$ cat config.mk
export PLATFORM = sky130hd
export DESIGN_NAME = wdt_dual_timeout
export DESIGN_NICKNAME = d
export VERILOG_FILES = /design/src/rtl/wdt_pkg.sv /design/src/rtl/wdt_kick_sync.sv /design/src/rtl/wdt_timer.sv /design/src/rtl/wdt_ctrl.sv /design/src/rtl/wdt_dual_timeout.sv
export SDC_FILE = /design/constraint.sdc
export NUM_CORES = 1
export LEC_CHECK = 0
export BUFFER_PORTS_ARGS = -buffer_cell sky130_fd_sc_hd__buf_4
export CORE_ASPECT_RATIO = 0.7
export CORE_UTILIZATION = 60
export DETAILED_ROUTE_END_ITERATION = 10
export PLACE_DENSITY = 0.77
export SETUP_SLACK_MARGIN = 0.1
export SYNTH_ARGS = -nofsm -noshare
export SYNTH_HDL_FRONTEND = slang
export SYNTH_HIERARCHICAL = 1
export SYNTH_SLANG_ARGS = --single-unit
$ cat constraint.sdc
create_clock -name clk -period 3.4 [get_ports clk]
set_input_delay 0 -clock clk [delete_from_list [all_inputs] [get_ports clk]]
set_output_delay 0 -clock clk [all_outputs]
set_load 0.02 [all_outputs]
$ cat src/rtl/wdt_pkg.sv
package wdt_pkg;
  typedef enum logic [1:0] {
    PH_HELD = 2'd0,
    PH_BOOT = 2'd1,
    PH_RUN  = 2'd2,
    PH_DONE = 2'd3
  } wdt_phase_e;
endpackage

$ cat src/rtl/wdt_kick_sync.sv
module wdt_kick_sync #(
  parameter int SYNC_STAGES = 2
) (
  input  logic clk,
  input  logic rst,
  input  logic kick_i,
  output logic edge_o
);
  logic [SYNC_STAGES-1:0] sh_q;
  logic                   prev_q;

  always_ff @(posedge clk) begin
    if (rst) begin
      sh_q   <= '0;
      prev_q <= 1'b0;
    end else begin
      sh_q   <= {sh_q[SYNC_STAGES-2:0], kick_i};
      prev_q <= sh_q[SYNC_STAGES-1];
    end
  end

  // any change of the synchronized level is a kick
  assign edge_o = sh_q[SYNC_STAGES-1] ^ prev_q;
endmodule

$ cat src/rtl/wdt_timer.sv
module wdt_timer #(
  parameter int CW = 8
) (
  input  logic          clk,
  input  logic          rst,
  input  logic          clear_i,
  input  logic          run_i,
  output logic [CW-1:0] count_o
);
  always_ff @(posedge clk) begin
    if (rst || clear_i) count_o <= '0;
    else if (run_i)     count_o <= count_o + 1'b1;
  end
endmodule

$ cat src/rtl/wdt_ctrl.sv
module wdt_ctrl
  import wdt_pkg::*;
#(
  parameter int CW = 8,
  parameter logic [CW-1:0] BOOT_LAST = '1,
  parameter logic [CW-1:0] NORM_LAST = '1
) (
  input  logic          clk,
  input  logic          rst,
  input  logic          hold_i,
  input  logic          release_i,
  input  logic          kick_edge_i,
  input  logic [CW-1:0] count_i,
  output wdt_phase_e    phase_o,
  output logic          clear_o,
  output logic          run_o,
  output logic          expire_o
);
  wdt_phase_e phase_d;
  logic       active, hit;

  assign active = (phase_o == PH_BOOT) || (phase_o == PH_RUN);
  assign hit    = !kick_edge_i &&
                  (((phase_o == PH_BOOT) && (count_i == BOOT_LAST)) ||
                   ((phase_o == PH_RUN)  && (count_i == NORM_LAST)));
  assign run_o   = active;
  assign clear_o = hold_i || release_i || (active && (kick_edge_i || hit));

  always_comb begin
    phase_d = phase_o;
    if (hold_i)         phase_d = PH_HELD;
    else if (release_i) phase_d = PH_BOOT;
    else if (active && kick_edge_i) phase_d = PH_RUN;
    else if (hit)       phase_d = PH_DONE;
  end

  always_ff @(posedge clk) begin
    if (rst) begin
      phase_o  <= PH_HELD;
      expire_o <= 1'b0;
    end else begin
      phase_o  <= phase_d;
      expire_o <= hit && !hold_i && !release_i;
    end
  end
endmodule

$ cat src/rtl/wdt_dual_timeout.sv
module wdt_dual_timeout
  import wdt_pkg::*;
#(
  parameter longint unsigned BOOT_TICKS  = 64'd12_750_000_000,
  parameter longint unsigned NORM_TICKS  = 64'd400_000_000,
  parameter int              SYNC_STAGES = 2
) (
  input  logic clk,
  input  logic rst,
  input  logic kick_i,
  input  logic hold_i,
  input  logic release_i,
  output logic expire_o
);
  localparam int CW = $clog2(BOOT_TICKS);
  localparam logic [CW-1:0] BOOT_LAST = CW'(BOOT_TICKS - 1);
  localparam logic [CW-1:0] NORM_LAST = CW'(NORM_TICKS - 1);

  logic          kick_edge, clear, run;
  logic [CW-1:0] cnt;
  wdt_phase_e    phase;

  wdt_kick_sync #(.SYNC_STAGES(SYNC_STAGES)) u_sync (
    .clk(clk), .rst(rst), .kick_i(kick_i), .edge_o(kick_edge)
  );

  wdt_timer #(.CW(CW)) u_timer (
    .clk(clk), .rst(rst), .clear_i(clear), .run_i(run), .count_o(cnt)
  );

  wdt_ctrl #(.CW(CW), .BOOT_LAST(BOOT_LAST), .NORM_LAST(NORM_LAST)) u_ctrl (
    .clk(clk), .rst(rst), .hold_i(hold_i), .release_i(release_i),
    .kick_edge_i(kick_edge), .count_i(cnt), .phase_o(phase),
    .clear_o(clear), .run_o(run), .expire_o(expire_o)
  );

  a_r5_one_cycle: assert property (@(posedge clk) disable iff (rst)
    expire_o |=> !expire_o);

  a_r6_hold_silent: assert property (@(posedge clk) disable iff (rst)
    hold_i |=> !expire_o);

  a_r2_boot_bound: assert property (@(posedge clk) disable iff (rst)
    (phase == PH_BOOT) |-> (cnt <= BOOT_LAST));

  a_r3_run_bound: assert property (@(posedge clk) disable iff (rst)
    (phase == PH_RUN) |-> (cnt <= NORM_LAST));

  a_r4_kick_restart: assert property (@(posedge clk) disable iff (rst)
    (kick_edge && ((phase == PH_BOOT) || (phase == PH_RUN))) |=> (cnt == '0));

  a_r5_done_quiet: assert property (@(posedge clk) disable iff (rst)
    ((phase == PH_DONE) && !hold_i && !release_i) |=> (!expire_o && (phase == PH_DONE)));
endmodule

; ---- Yosys cells after proc, flatten, opt, wreduce, memory -nomap -nowiden
; Cells that the tools add are included.
[word_totals]
inputBits = 5
output_inout_bits = 1
reg_bits = 40
elab_cells = 35
[op_classes]
reduce_logical = 20
eq_ne = 4
n_mux = 3
n_addsub = 1
n_bitwise = 1
[ops]
columns = operator, count
row1 = "34-bit by 1-bit adder with 34-bit output, second input constant", 1
row2 = "34-bit by 29-bit equality test with 1-bit output, second input constant", 1
row3 = "34-bit equality test, second input constant", 1
row4 = 1-bit logical AND, 7
row5 = 1-bit logical OR, 6
row6 = 2-bit two-way mux, 2
row7 = 1-bit logical NOT, 3
row8 = 3-bit nonzero test, 1
row9 = 3-bit OR reduction, 1
row10 = "2-bit by 1-bit equality test with 1-bit output, second input constant", 1
row11 = "2-bit equality test, second input constant", 1
row12 = 2-bit nonzero test, 1
row13 = 2-bit OR reduction, 1
row14 = 1-bit two-way mux, 1
row15 = 1-bit bitwise XOR, 1

; ---- Longest topological paths before layout
; Gate-level depths: netlist of run 1.
[depth]
word_depth = 8
mapped_depth = 10
ltp_nobuf = 10

; ---- Modules after synthesis
; Netlist of run 1, hierarchy kept.
[by_module_without_submodules]
columns = module, n_inst, seq_area_each_um2, area_per_inst_um2, cells_each
row1 = wdt_timer, 1, 680.7, 1726.7, 196
row2 = wdt_ctrl, 1, 60.1, 302.8, 34
row3 = wdt_kick_sync, 1, 60.1, 87.6, 7

; ---- Worst setup path before layout of run 1
; No wires, ideal clock.
[synth_path]
kind = register to register
start = register u_timer.count_o[25]
end = register u_timer.count_o[10]
arrival_ns = 2.305
t_required_ns = 3.272
path_stages_with_launch = 9
n_path_buf = 2
synth_period_minus_slack_ns = 2.432
slack_ns = 0.968
setup_ns = 0.128
path_cell_list = dfxtp_1 nand4b_1 or4_1 a2111oi_0 or4_1 or2_1 clkbuf_1 clkbuf_1 nor2_1
[synth_between]
elab_chain_cells = 8
word_cells_on_any_way = 10
classes_between = eq/ne: 2 / reduce/logical: 8
[synth_rtl]
columns = item, line
row1 = "start, declared", wdt_timer.sv:8  ; output logic [CW-1:0] count_o
row2 = "start signal, assigned", wdt_timer.sv:12  ; else if (run_i) count_o <= count_o + 1'b1;
row3 = 34-bit equality test or 34-bit by 29-bit equality test with 1-bit output (tied branches), "wdt_ctrl.sv:24, wdt_ctrl.sv:25"
row4 = "1-bit logical AND, on equally long branches", "wdt_ctrl.sv:24, wdt_ctrl.sv:25"
row5 = 1-bit logical OR *, wdt_ctrl.sv:24  ; (((phase_o == PH_BOOT) && (count_i == BOOT_LAST)) ||
row6 = 1-bit logical AND *, wdt_ctrl.sv:23  ; assign hit = !kick_edge_i &&
row7 = 1-bit logical OR *, wdt_ctrl.sv:27  ; assign clear_o = hold_i || release_i || (active && (kick_edge_i || hit));
row8 = 1-bit logical AND *, wdt_ctrl.sv:27
row9 = 1-bit logical OR *, wdt_ctrl.sv:27
row10 = via clear, wdt_dual_timeout.sv:19  ; logic kick_edge, clear, run;
row11 = 1-bit logical OR *, wdt_timer.sv:11  ; if (rst || clear_i) count_o <= '0;
; The timed path passes the listed nets; every way through them passes the cells marked *.
; A chain may end at the register's enable or synchronous reset.

; ---- Worst setup path after layout of run 1
[layout_path]
start = register u_timer.count_o[25]
end = register u_timer.count_o[11]
; Same word-level chain as after synthesis.

==> results of run 1 <==
==> cells by family after synthesis <==
family	share of synthesized area (%)
buffers and inverters	4.96
and+or+nand+nor	36.0
muxes	1.89
xor gates and xnor gates	6.62
AOI/OAI and AO/OA	10.9
adders and majority gates	1.77
DFF	37.8
==> final cells by class <==
| type | instances | area, um2 |
|---|---|---|
| multi-input combinational | 178 | 1210 |
| fill | 270 | 962 |
| sequential | 40 | 801 |
| timing repair buffer | 12 | 105 |
| clock buffer | 8 | 90.1 |
| tap | 47 | 58.8 |
| inverter | 7 | 26.3 |
==> critical path: stages, from the launching register on <==
cell,delay (ps)
dfxtp_1,460
nand4b_1,140
or4_1,550
a2111oi_0,370
or4_1,240
or2_1,410
buf_4,320
nor2_1,90
==> state kept, by name, indices dropped and copies added, names as in the netlist <==
signal and cells:
u_sync/prev_q 1, u_ctrl/phase_o 2, u_timer/count_o 34, u_sync/sh_q 2, u_ctrl/expire_o 1
==> report_power, final <==
group          leakage (nW)  total [mW]  internal [mW]  switching [mW]
Sequential            0.323       0.472          0.470         0.00129
Combinational         0.319      0.0268         0.0118          0.0150
Clock                0.0455       0.324          0.165           0.158
Total                 0.687       0.822          0.648           0.174
==> cell usage in the layout (no fill, tap or decap), types with 2 or more instances in the layout <==
cell and instances:
ha_1 3, and3_1 3, xnor2_1 9, dfxtp_1 40
a31oi_1 2, or2_1 2, nor2b_1 4, nor4_1 10
buf_4 6, a41o_1 2, dlygate4sd3_1 6, o31ai_1 8
and4_1 9, nand3_1 11, nand4b_1 6, a21oi_1 13
or4_1 11, mux2i_1 4, o41ai_1 3, xor2_1 7
nand4bb_1 2, nand2_1 14, nor2_1 23, inv_1 7
nand4_1 15, or3_1 4, clkbuf_1 2, clkbuf_8 6
==> metal layers <==
metal,vias to the layer above,GRT usage (%),wire length (um)
met3,11,5.23,380
met2,92,44.9,2240
met1,898,43.4,2360
met5,-,0,0
li1,916,-,-
met4,0,11.4,73
==> per-stage QoR <==
| step | setup slack (ps) | instance area (um2) | util, % |
|---|---|---|---|
| 3_5_place_dp | 730 | 2140 | 65.8 |
| 5_1_grt | 490 | 2290 | 70.4 |
| 4_1_cts | 718 | 2290 | 70.4 |
| 6_report | 687 | 2290 | 70.4 |
| 2_1_floorplan | 968 | 2120 | - |
| 3_3_place_gp | 864 | 2140 | 65.8 |
==> how the worst min path moves through the flow <==
| stage | start | end | slack [ps] |
|---|---|---|---|
| global placement | release_i | u_ctrl/phase_o[1] | 200 |
| detailed placement | release_i | u_ctrl/phase_o[1] | 210 |
| floorplan | release_i | u_ctrl/phase_o[1] | 70 |
| finish | u_sync/sh_q[0] | u_sync/sh_q[1] | 450 |
| CTS | u_sync/sh_q[0] | u_sync/sh_q[1] | 440 |
| global route | hold_i | u_ctrl/phase_o[0] | 460 |
==> out/metrics.cfg, run 1 <==
[logic_synthesis]
synthTopCellsByArea=dfxtp_1, nand4_1, nor2_1, or4_1, and4_1
netlist_instances=237
synth_ff_type=dfxtp_1
ys_ff_latch=40
synth_area_mm2=0.00212
ys_seq_area_share_pct=37.8
synth_fp_nets=245
synth_edf_count=0
syn_area_per_cell_um2=8.93
yosys.cell_types.count=42
synth_top_cell_area_share_pct=37.8
async_flop_share_pct=0
ys_warn_count=6
yosysMostFrequentCell=dfxtp_1
synth_top_area_cell=dfxtp_1
synthTopCellsByCount=dfxtp_1, nor2_1, nand4_1

[timing]
final-setup-viol-count=0
fin_crit_ps=2710
max-slew-margin-rel_pct=52.8
rsz0062_at_grt=false
fin_worst_skew_ps=4.36
fin_setup_tns_ps=0
hold_slack_ps=448
fin_crit_sh_pct=79.8
fmaxAchievable_mhz=369
maxSlewViolCount=0
hold_violations=0
worst_slew_pin_slew_ps=701

[cells_and_area]
insertedDiodeCount=0
area_delta_synth_final_pct=8.27
nets=252
fin_cells=292
drive_above_1_share_pct=7.76

[setup_path]
crit_start=u_timer/count_o[25]
crit_end=u_timer/count_o[11]
critPathLaunchType=flip-flop
path_max_fanout=19
end_kind=flip-flop
rrSetupSlack_ps=690
r2r-end=u_timer/count_o[11]
arrival_ps=2890
critPathKind=reg -> reg
critPathRequiredTime_ps=3580
r2r_cells=7
worstReg2RegStart=u_timer/count_o[25]

[clock_tree]
numCtsBuffers=5
cts_setup_buffers=0
clock_sinks=40
cts-resized-gates=0
clk_pin_slew_worst_paths_ps=70
cts_tree=yes
htreeDepth=2
cts.path.max_buffers=2
clockRootBuffer=clkbuf_8
cts_hold_buffers=6
clock_latency_ps=290

[floorplan]
core_area_mm2=0.00325
io_pins=6
die_w_um=73.0
dieArea_mm2=0.00377
num_rows=17
fp.dieH_um=51.7
initial_core_util_pct=65.1

[detailed_routing]
wire_per_inst_um=17.3
drt_iter0_drc=215
dr_total_vias=1917
wirelength_um=5060
avgViaCountPerCell=6.57
drtPass1Iterations=5
drc=0
antenna_left=0

[worst_hold_path]
hold_path.class=reg -> reg
hold_depth=1

[grt]
antenna_found_initial=0
grt_pass1_wl_um=8490
grt_pass1_vias=1773
grt_max_degree=22
grt_usage_pct=30.1
grt-ovfl-total=0

[place]
hpwl_um=3540
port_buffers=5
gp_congestion=0.935
placedCellCount=278

[power]
leakage_nw=0.687
total_power_uw=822
ir_drop_mv=0.227
power_density_mw_per_mm2=359

[run_status]
status=finished, final reports clean

[flow_run]
maxCapViolCount=0

Power figures use the tool's default switching activity.
==> inputs of run 2 (changes only) <==
--- a/config.mk
+++ b/config.mk
@@ -5,11 +5,12 @@
 export SDC_FILE = /design/constraint.sdc
 export NUM_CORES = 1
 export LEC_CHECK = 0
+export ABC_AREA = 1
 export BUFFER_PORTS_ARGS = -buffer_cell sky130_fd_sc_hd__buf_4
 export CORE_ASPECT_RATIO = 0.7
-export CORE_UTILIZATION = 60
+export CORE_UTILIZATION = 56
 export DETAILED_ROUTE_END_ITERATION = 10
-export PLACE_DENSITY = 0.77
+export PLACE_DENSITY = 0.75
 export SETUP_SLACK_MARGIN = 0.1
 export SYNTH_ARGS = -nofsm -noshare
 export SYNTH_HDL_FRONTEND = slang
==> constraint.sdc (replaced) <==
create_clock -name clk -period 2.38 [get_ports clk]
set_input_delay 0 -clock clk [delete_from_list [all_inputs] [get_ports clk]]
set_output_delay 0 -clock clk [all_outputs]
set_load 0.02 [all_outputs]
==> out/metrics.cfg, run 2 <==
[detailed_routing]
met2_length_um=2250  ; +0.36%
drtPass1Iterations=5  ; unchanged
drc=0  ; unchanged
drt_iter0_drc=216  ; +0.47%
wl_met1_um=2860  ; +21%
wirelength_um=5400  ; +6.9%
dr_total_vias=2299  ; +20%
wire_per_inst_um=11.8  ; -32%
avgViaCountPerCell=5.03  ; -23%
highest_layer=met4
wl_met3_um=249  ; -34%
antenna_left=0  ; unchanged

[clock_tree]
clockRootBuffer=clkbuf_8
cts-resized-gates=0  ; unchanged
cts.path.max_buffers=2  ; unchanged
cts_tree=yes
htreeDepth=2  ; unchanged
clk_pin_slew_worst_paths_ps=80  ; about the same
clock_sinks=40  ; unchanged
clock_latency_ps=290  ; about the same
numCtsBuffers=5  ; unchanged

[logic_synthesis]
synth_ff_type=dfxtp_1
netlist_instances=388  ; +64%
ys_seq_area_share_pct=32.8  ; -5.0 points
async_flop_share_pct=0  ; unchanged
yosysMostFrequentCell=nand2_1
synth_fp_nets=396  ; +62%
ys_warn_count=6  ; unchanged
yosys.cell_types.count=31  ; -26%
synth_area_mm2=0.00244  ; +15%
synthTopCellsByArea=dfxtp_1, nand2_1, nor2_1, inv_1, nand3_1
synth_top_area_cell=dfxtp_1
synth_edf_count=0  ; unchanged
synthTopCellsByCount=nand2_1, nor2_1, inv_1
ys_ff_latch=40  ; unchanged
synth_top_cell_area_share_pct=32.8  ; -5.0 points
syn_area_per_cell_um2=6.29  ; -30%

[worst_hold_path]
hold_path.class=reg -> reg

[timing]
worst_slew_pin_slew_ps=380  ; -320 ps
hold_violations=0  ; unchanged
rsz0062_at_grt=false
final-setup-viol-count=0  ; unchanged
fmaxAchievable_mhz=504  ; +37%
maxSlewViolCount=0  ; unchanged
fin_worst_skew_ps=9.39  ; +5.03 ps
fin_setup_tns_ps=0  ; unchanged
max-slew-margin-rel_pct=74.4  ; +22 points
fin_crit_ps=1980  ; -730 ps
fin_crit_sh_pct=83.3  ; +3.5 points

[setup_path]
cp_common_cell=inv_1
critPathKind=reg -> reg
crit_chain=inv_1 > ha_1 > inv_1 > inv_1 > nor2_2 > inv_2 > nor2_1 > inv_1 > o21ai_1 > nor2_1
critPathLaunchType=flip-flop
cp_top_family=buffers and inverters
cp_slowest_stage_delay_ps=350  ; -200 ps
path_max_fanout=12  ; -7
arrival_ps=2180  ; -710 ps
path_buf_inv=5  ; +4
critPathRequiredTime_ps=2570  ; -1010 ps
end_kind=flip-flop
cp_slowest_cell=dfxtp_1

[floorplan]
io_pins=6  ; unchanged
initial_core_util_pct=60.4  ; -4.6 points
core_area_mm2=0.00404  ; +24%
num_rows=19  ; +2
die_w_um=80.9  ; +11%
dieArea_mm2=0.00463  ; +23%
fp.dieH_um=57.2  ; +11%

[grt]
grt-ovfl-total=0  ; unchanged
grt_pass1_wl_um=9250  ; +9.0%
antenna_found_initial=0  ; unchanged
grt_pass1_vias=2048  ; +16%
grt_max_degree=16  ; -27%
grt_usage_pct=26.3  ; -3.8 points

[cells_and_area]
final_common_cell=nand2_1
largest_register_ff_count=34  ; unchanged
final_cell_mix=nand2_1, nor2_1, inv_1
final_cell_area_mm2=0.00269  ; +17%
largest-register=u_timer/count_o
insertedDiodeCount=0  ; unchanged
area_delta_synth_final_pct=10.0
drive_above_1_share_pct=12.3  ; +4.6 points
top_regs=u_timer/count_o x34, u_ctrl/phase_o x2, u_sync/sh_q x2
nets=412  ; +63%
fill_cells=365  ; +35%

[power]
p_sw_uw=258  ; +48%
power_density_mw_per_mm2=442  ; +23%
sequentialPowerShare_pct=56.8  ; -0.6 points
internal_power_uw=928  ; +43%
leakage_nw=0.989  ; +44%
power_frac_clock_pct=39.4  ; about the same
p_comb_share_pct=3.9  ; +0.6 points
switching_share_pct=21.8  ; +0.57 points
ir_drop_mv=0.389  ; +71%
total_power_mw=1.19  ; +44%

[place]
hpwl_um=4140  ; +17%
placed_area_mm2=0.00255  ; +19%
gp_congestion=0.909  ; -2.8%
port_buffers=5  ; unchanged

[run_status]
status=finished, final reports clean

[flow_run]
maxCapViolCount=0  ; unchanged

[run 2: cell count changes in the layout (fill, tap and decap cells not counted), sizes merged, moves of 5 or more]
cell	previous run	this run
xor2	7	2
xnor2	9	1
inv	7	56
o31ai	8	0
nand4b	6	0
and4	9	0
nand2	15	106
o21ai	1	7
nand4	16	9
or4	11	0
nand3	13	29
nor2	23	106
nor4	11	0
[run 2: cell families after synthesis]
group,share of synthesized area (%)
flip-flops,32.8
AND/OR/NAND/NOR,49.9
buffers and inverters,9.12
XOR/XNOR,1.08
AO/OA/AOI/OAI,5.59
adder cells (fa/ha/maj),1.54
[run 2: worst min-delay path, cell delays in order, from the launching register on]
cell	delay [ps]
dfxtp_1	300
inv_1	40
nor2_1	30
[run 2: path summary, 6_finish.rpt]
| kind | start | to | slack (ps) | depth (start not counted) |
|---|---|---|---|---|
| setup / recovery | u_ctrl/phase_o[0] | u_timer/count_o[6] | 400 | 10 |
| setup reg to reg | u_ctrl/phase_o[0] | u_timer/count_o[6] | 400 | 10 |
| hold reg to reg | u_sync/sh_q[0] | u_sync/sh_q[1] | 410 | 2 |
| hold / removal | u_sync/sh_q[0] | u_sync/sh_q[1] | 410 | 2 |
[run 2: power groups by stage]
stage,combinational (mW),clock [mW],sequential [mW]
after floorplan,0.0251,0,0.689
final,0.0458,0.467,0.674
after detailed placement,0.0388,0,0.689
after global routing,0.0505,0.503,0.674
after global placement,0.0373,0,0.689
after CTS,0.0452,0.477,0.673
[run 2: final cells by class]
type                            count  area, um2  area share (%)
Multi-Input combinational cell    289       1420            52.8
Sequential cell                    40        801            29.8
Inverter                           56        210            7.82
Timing Repair Buffer               12        103            3.82
Clock buffer                        8       90.1            3.35
Tap cell                           52       65.1            2.42
[run 2: repair_timing]
item,CTS,global route
setup endpoints to repair,0,0
endpoints found under the hold margin,5,0
setup buffers,0,0
hold buffers,5,0
[run 2: metal layers]
metal | up-vias | global-route usage, %
met5 | - | 0
met4 | 0 | 6.12
met3 | 6 | 5.44
met2 | 53 | 39.6
met1 | 1014 | 38.3
li1 | 1226 | -
[run 2: metrics by stage]
step	hold slack [ps]	worst slack, ps	util (%)	instances
after floorplan	71.2	659	-	388
after global placement	197	518	63.0	444
after CTS	411	395	66.5	457
after global routing	439	196	66.5	457
after detailed placement	201	413	63.0	444
final	407	397	66.5	457
==> inputs of run 3 (changes only) <==
--- a/config.mk
+++ b/config.mk
@@ -8,9 +8,9 @@
 export ABC_AREA = 1
 export BUFFER_PORTS_ARGS = -buffer_cell sky130_fd_sc_hd__buf_4
 export CORE_ASPECT_RATIO = 0.7
-export CORE_UTILIZATION = 56
+export CORE_UTILIZATION = 60
 export DETAILED_ROUTE_END_ITERATION = 10
-export PLACE_DENSITY = 0.75
+export PLACE_DENSITY = 0.77
 export SETUP_SLACK_MARGIN = 0.1
 export SYNTH_ARGS = -nofsm -noshare
 export SYNTH_HDL_FRONTEND = slang
==> constraint.sdc (replaced) <==
create_clock -name clk -period 2.03 [get_ports clk]
set_input_delay 0 -clock clk [delete_from_list [all_inputs] [get_ports clk]]
set_output_delay 0 -clock clk [all_outputs]
set_load 0.02 [all_outputs]
==> out/metrics.cfg, run 3 (same netlist as run 2, synthesis figures left out) <==
[run_status]
status=finished, final reports clean

[floorplan]
io_pins=6  ; unchanged
core_area_mm2=0.00369  ; -8.6%
dieArea_mm2=0.00433  ; -6.5%
num_rows=18  ; -1
fp.dieH_um=55.4  ; -3.3%
initial_core_util_pct=66.1  ; +5.7 points
die_w_um=78.2  ; -3.3%

[timing]
fin_crit_sh_pct=90.3  ; +6.9 points
hold_violations=0  ; unchanged
fmaxAchievable_mhz=546  ; +8.2%
max-slew-margin-rel_pct=78.3  ; +3.8 points
fin_worst_skew_ps=4.41  ; -4.98 ps
rsz0062_at_grt=false
maxSlewViolCount=0  ; unchanged
fin_setup_tns_ps=0  ; unchanged
final-setup-viol-count=0  ; unchanged
fin_crit_ps=1830  ; -151 ps
worst_slew_pin_slew_ps=326  ; -54.9 ps
fin_ws_ps=198  ; -199 ps

[cells_and_area]
nets=415  ; +0.73%
largest_register_ff_count=34  ; unchanged
final_common_cell=nand2_1
fill_cells=312  ; -15%
top_regs=u_timer/count_o x34, u_ctrl/phase_o x2, u_sync/sh_q x2
insertedDiodeCount=0  ; unchanged
largest-register=u_timer/count_o
area_delta_synth_final_pct=12.8
final_cell_mix=nand2_1, nor2_1, inv_1
drive_above_1_share_pct=16.4  ; +4.1 points

[setup_path]
cp_slowest_cell=dlygate4sd3_1
rrSetupSlack_ps=200  ; -200 ps
critPathKind=reg -> reg
arrival_ps=2030  ; -150 ps
path_max_fanout=3  ; -9
end_kind=flip-flop
path_buf_inv=3  ; -2
crit_chain=inv_1 > ha_1 > nor2_2 > inv_1 > a21oi_2 > a21oi_2 > dlygate4sd3_1
cp_slowest_stage_delay_ps=550  ; +200 ps
critPathRequiredTime_ps=2220  ; -350 ps
critPathLaunchType=flip-flop
cp_top_family=buffers and inverters

[grt]
grt_usage_pct=29.0  ; +2.7 points
grt-ovfl-total=0  ; unchanged
antenna_found_initial=0  ; unchanged
grt_pass1_vias=2134  ; +4.2%
grt_pass1_wl_um=9690  ; +4.7%
grt_max_degree=22  ; +6

[clock_tree]
htreeDepth=2  ; unchanged
cts_setup_buffers=0  ; unchanged
clk_pin_slew_worst_paths_ps=80  ; about the same
clock_latency_ps=300  ; about the same
clock_sinks=40  ; unchanged
cts.path.max_buffers=2  ; unchanged
clockRootBuffer=clkbuf_8
numCtsBuffers=5  ; unchanged
cts_tree=yes

[power]
ir_drop_mv=0.494  ; +27%
power_frac_clock_pct=43.8  ; +4.4 points
power_density_mw_per_mm2=548  ; +24%
leakage_nw=1.02  ; +3.1%
p_comb_share_pct=3.9  ; about the same
p_sw_uw=333  ; +29%
switching_share_pct=22.1  ; +0.28 points
sequentialPowerShare_pct=52.3  ; -4.5 points
internal_power_mw=1.18  ; +27%

[flow_run]
maxCapViolCount=0  ; unchanged

[place]
port_buffers=5  ; unchanged
gp_congestion=0.905  ; -0.51%
pre_cts_slack_ps=181  ; -231 ps
hpwl_um=4320  ; +4.5%

[detailed_routing]
avgViaCountPerCell=5.22  ; +3.7%
wire_per_inst_um=12.5  ; +5.9%
drc=0  ; unchanged
drt_iter0_drc=147  ; -32%
dr_total_vias=2389  ; +3.9%
wirelength_um=5740  ; +6.1%
antenna_left=0  ; unchanged
drtPass1Iterations=5  ; unchanged

[worst_hold_path]
hold_path.class=in -> reg

-- run 3: cell count changes in the layout (fill, tap and decap cells not counted), sizes merged --
cell         delta
clkinvlp        +1
clkinv          +1
bufinv          +1
dlygate4sd3     -1
buf             +4
clkbuf          -3
-- run 3: final cells by class --
type                       count  area [um2]  share of cell area [%]
clock buffer                   5        68.8                    2.50
multi-input combinational    289        1430                    52.1
tap                           50        62.6                    2.27
sequential                    40         810                    29.4
clock inverter                 3        42.5                    1.54
inverter                      56         210                    7.63
timing repair buffer          15         126                    4.59
-- run 3: timing repair --
action,4_1_cts,5_1_grt
hold buffers,4,0
endpoints found under the hold margin,6,0
resized for setup,0,13
endpoints found under the setup margin,0,15
-- run 3: power by group through the flow --
stage | Combinational, mW | Sequential, mW | Clock (mW)
after floorplan | 0.0294 | 0.808 | 0
final | 0.0586 | 0.790 | 0.661
after global routing | 0.0645 | 0.790 | 0.709
after CTS | 0.0555 | 0.789 | 0.671
after detailed placement | 0.0492 | 0.808 | 0
after global placement | 0.0483 | 0.808 | 0
-- run 3: worst reg2reg max path: cells and delay by family, from the launching register on --
family / cells / cell delay [ps]
AND/OR/NAND/NOR: 1 / 150
AO/OA/AOI/OAI: 2 / 220
adder cells (fa/ha/maj): 1 / 320
flip-flops: 1 / 360
buffers and inverters: 3 / 680
-- run 3: per-layer routing --
layer	GRT usage, %	share of wire, %
met1	41.4	48
met2	43.7	43
met3	5.12	7.3
met4	10.3	1.5
met5	0	0
-- run 3: worst paths after layout --
| check | from | end | cells past startpoint |
|---|---|---|---|
| setup / recovery | u_ctrl/phase_o[0] | u_ctrl/phase_o[0] | 7 |
| hold / removal | hold_i | u_ctrl/phase_o[1] | 5 |
| setup reg to reg | u_ctrl/phase_o[0] | u_ctrl/phase_o[0] | 7 |
| hold reg to reg | u_sync/sh_q[0] | u_sync/sh_q[1] | 2 |
-- run 3: stage by stage --
step	util [%]	std cells	area, um2	hold slack (ps)	power (mW)
global placement	69.7	446	2570	200	0.856
finish	74.6	458	2750	134	1.51
floorplan	-	388	2440	71.2	0.837
global route	74.6	458	2750	143	1.56
CTS	73.8	458	2730	120	1.52
detailed placement	69.7	446	2570	208	0.857
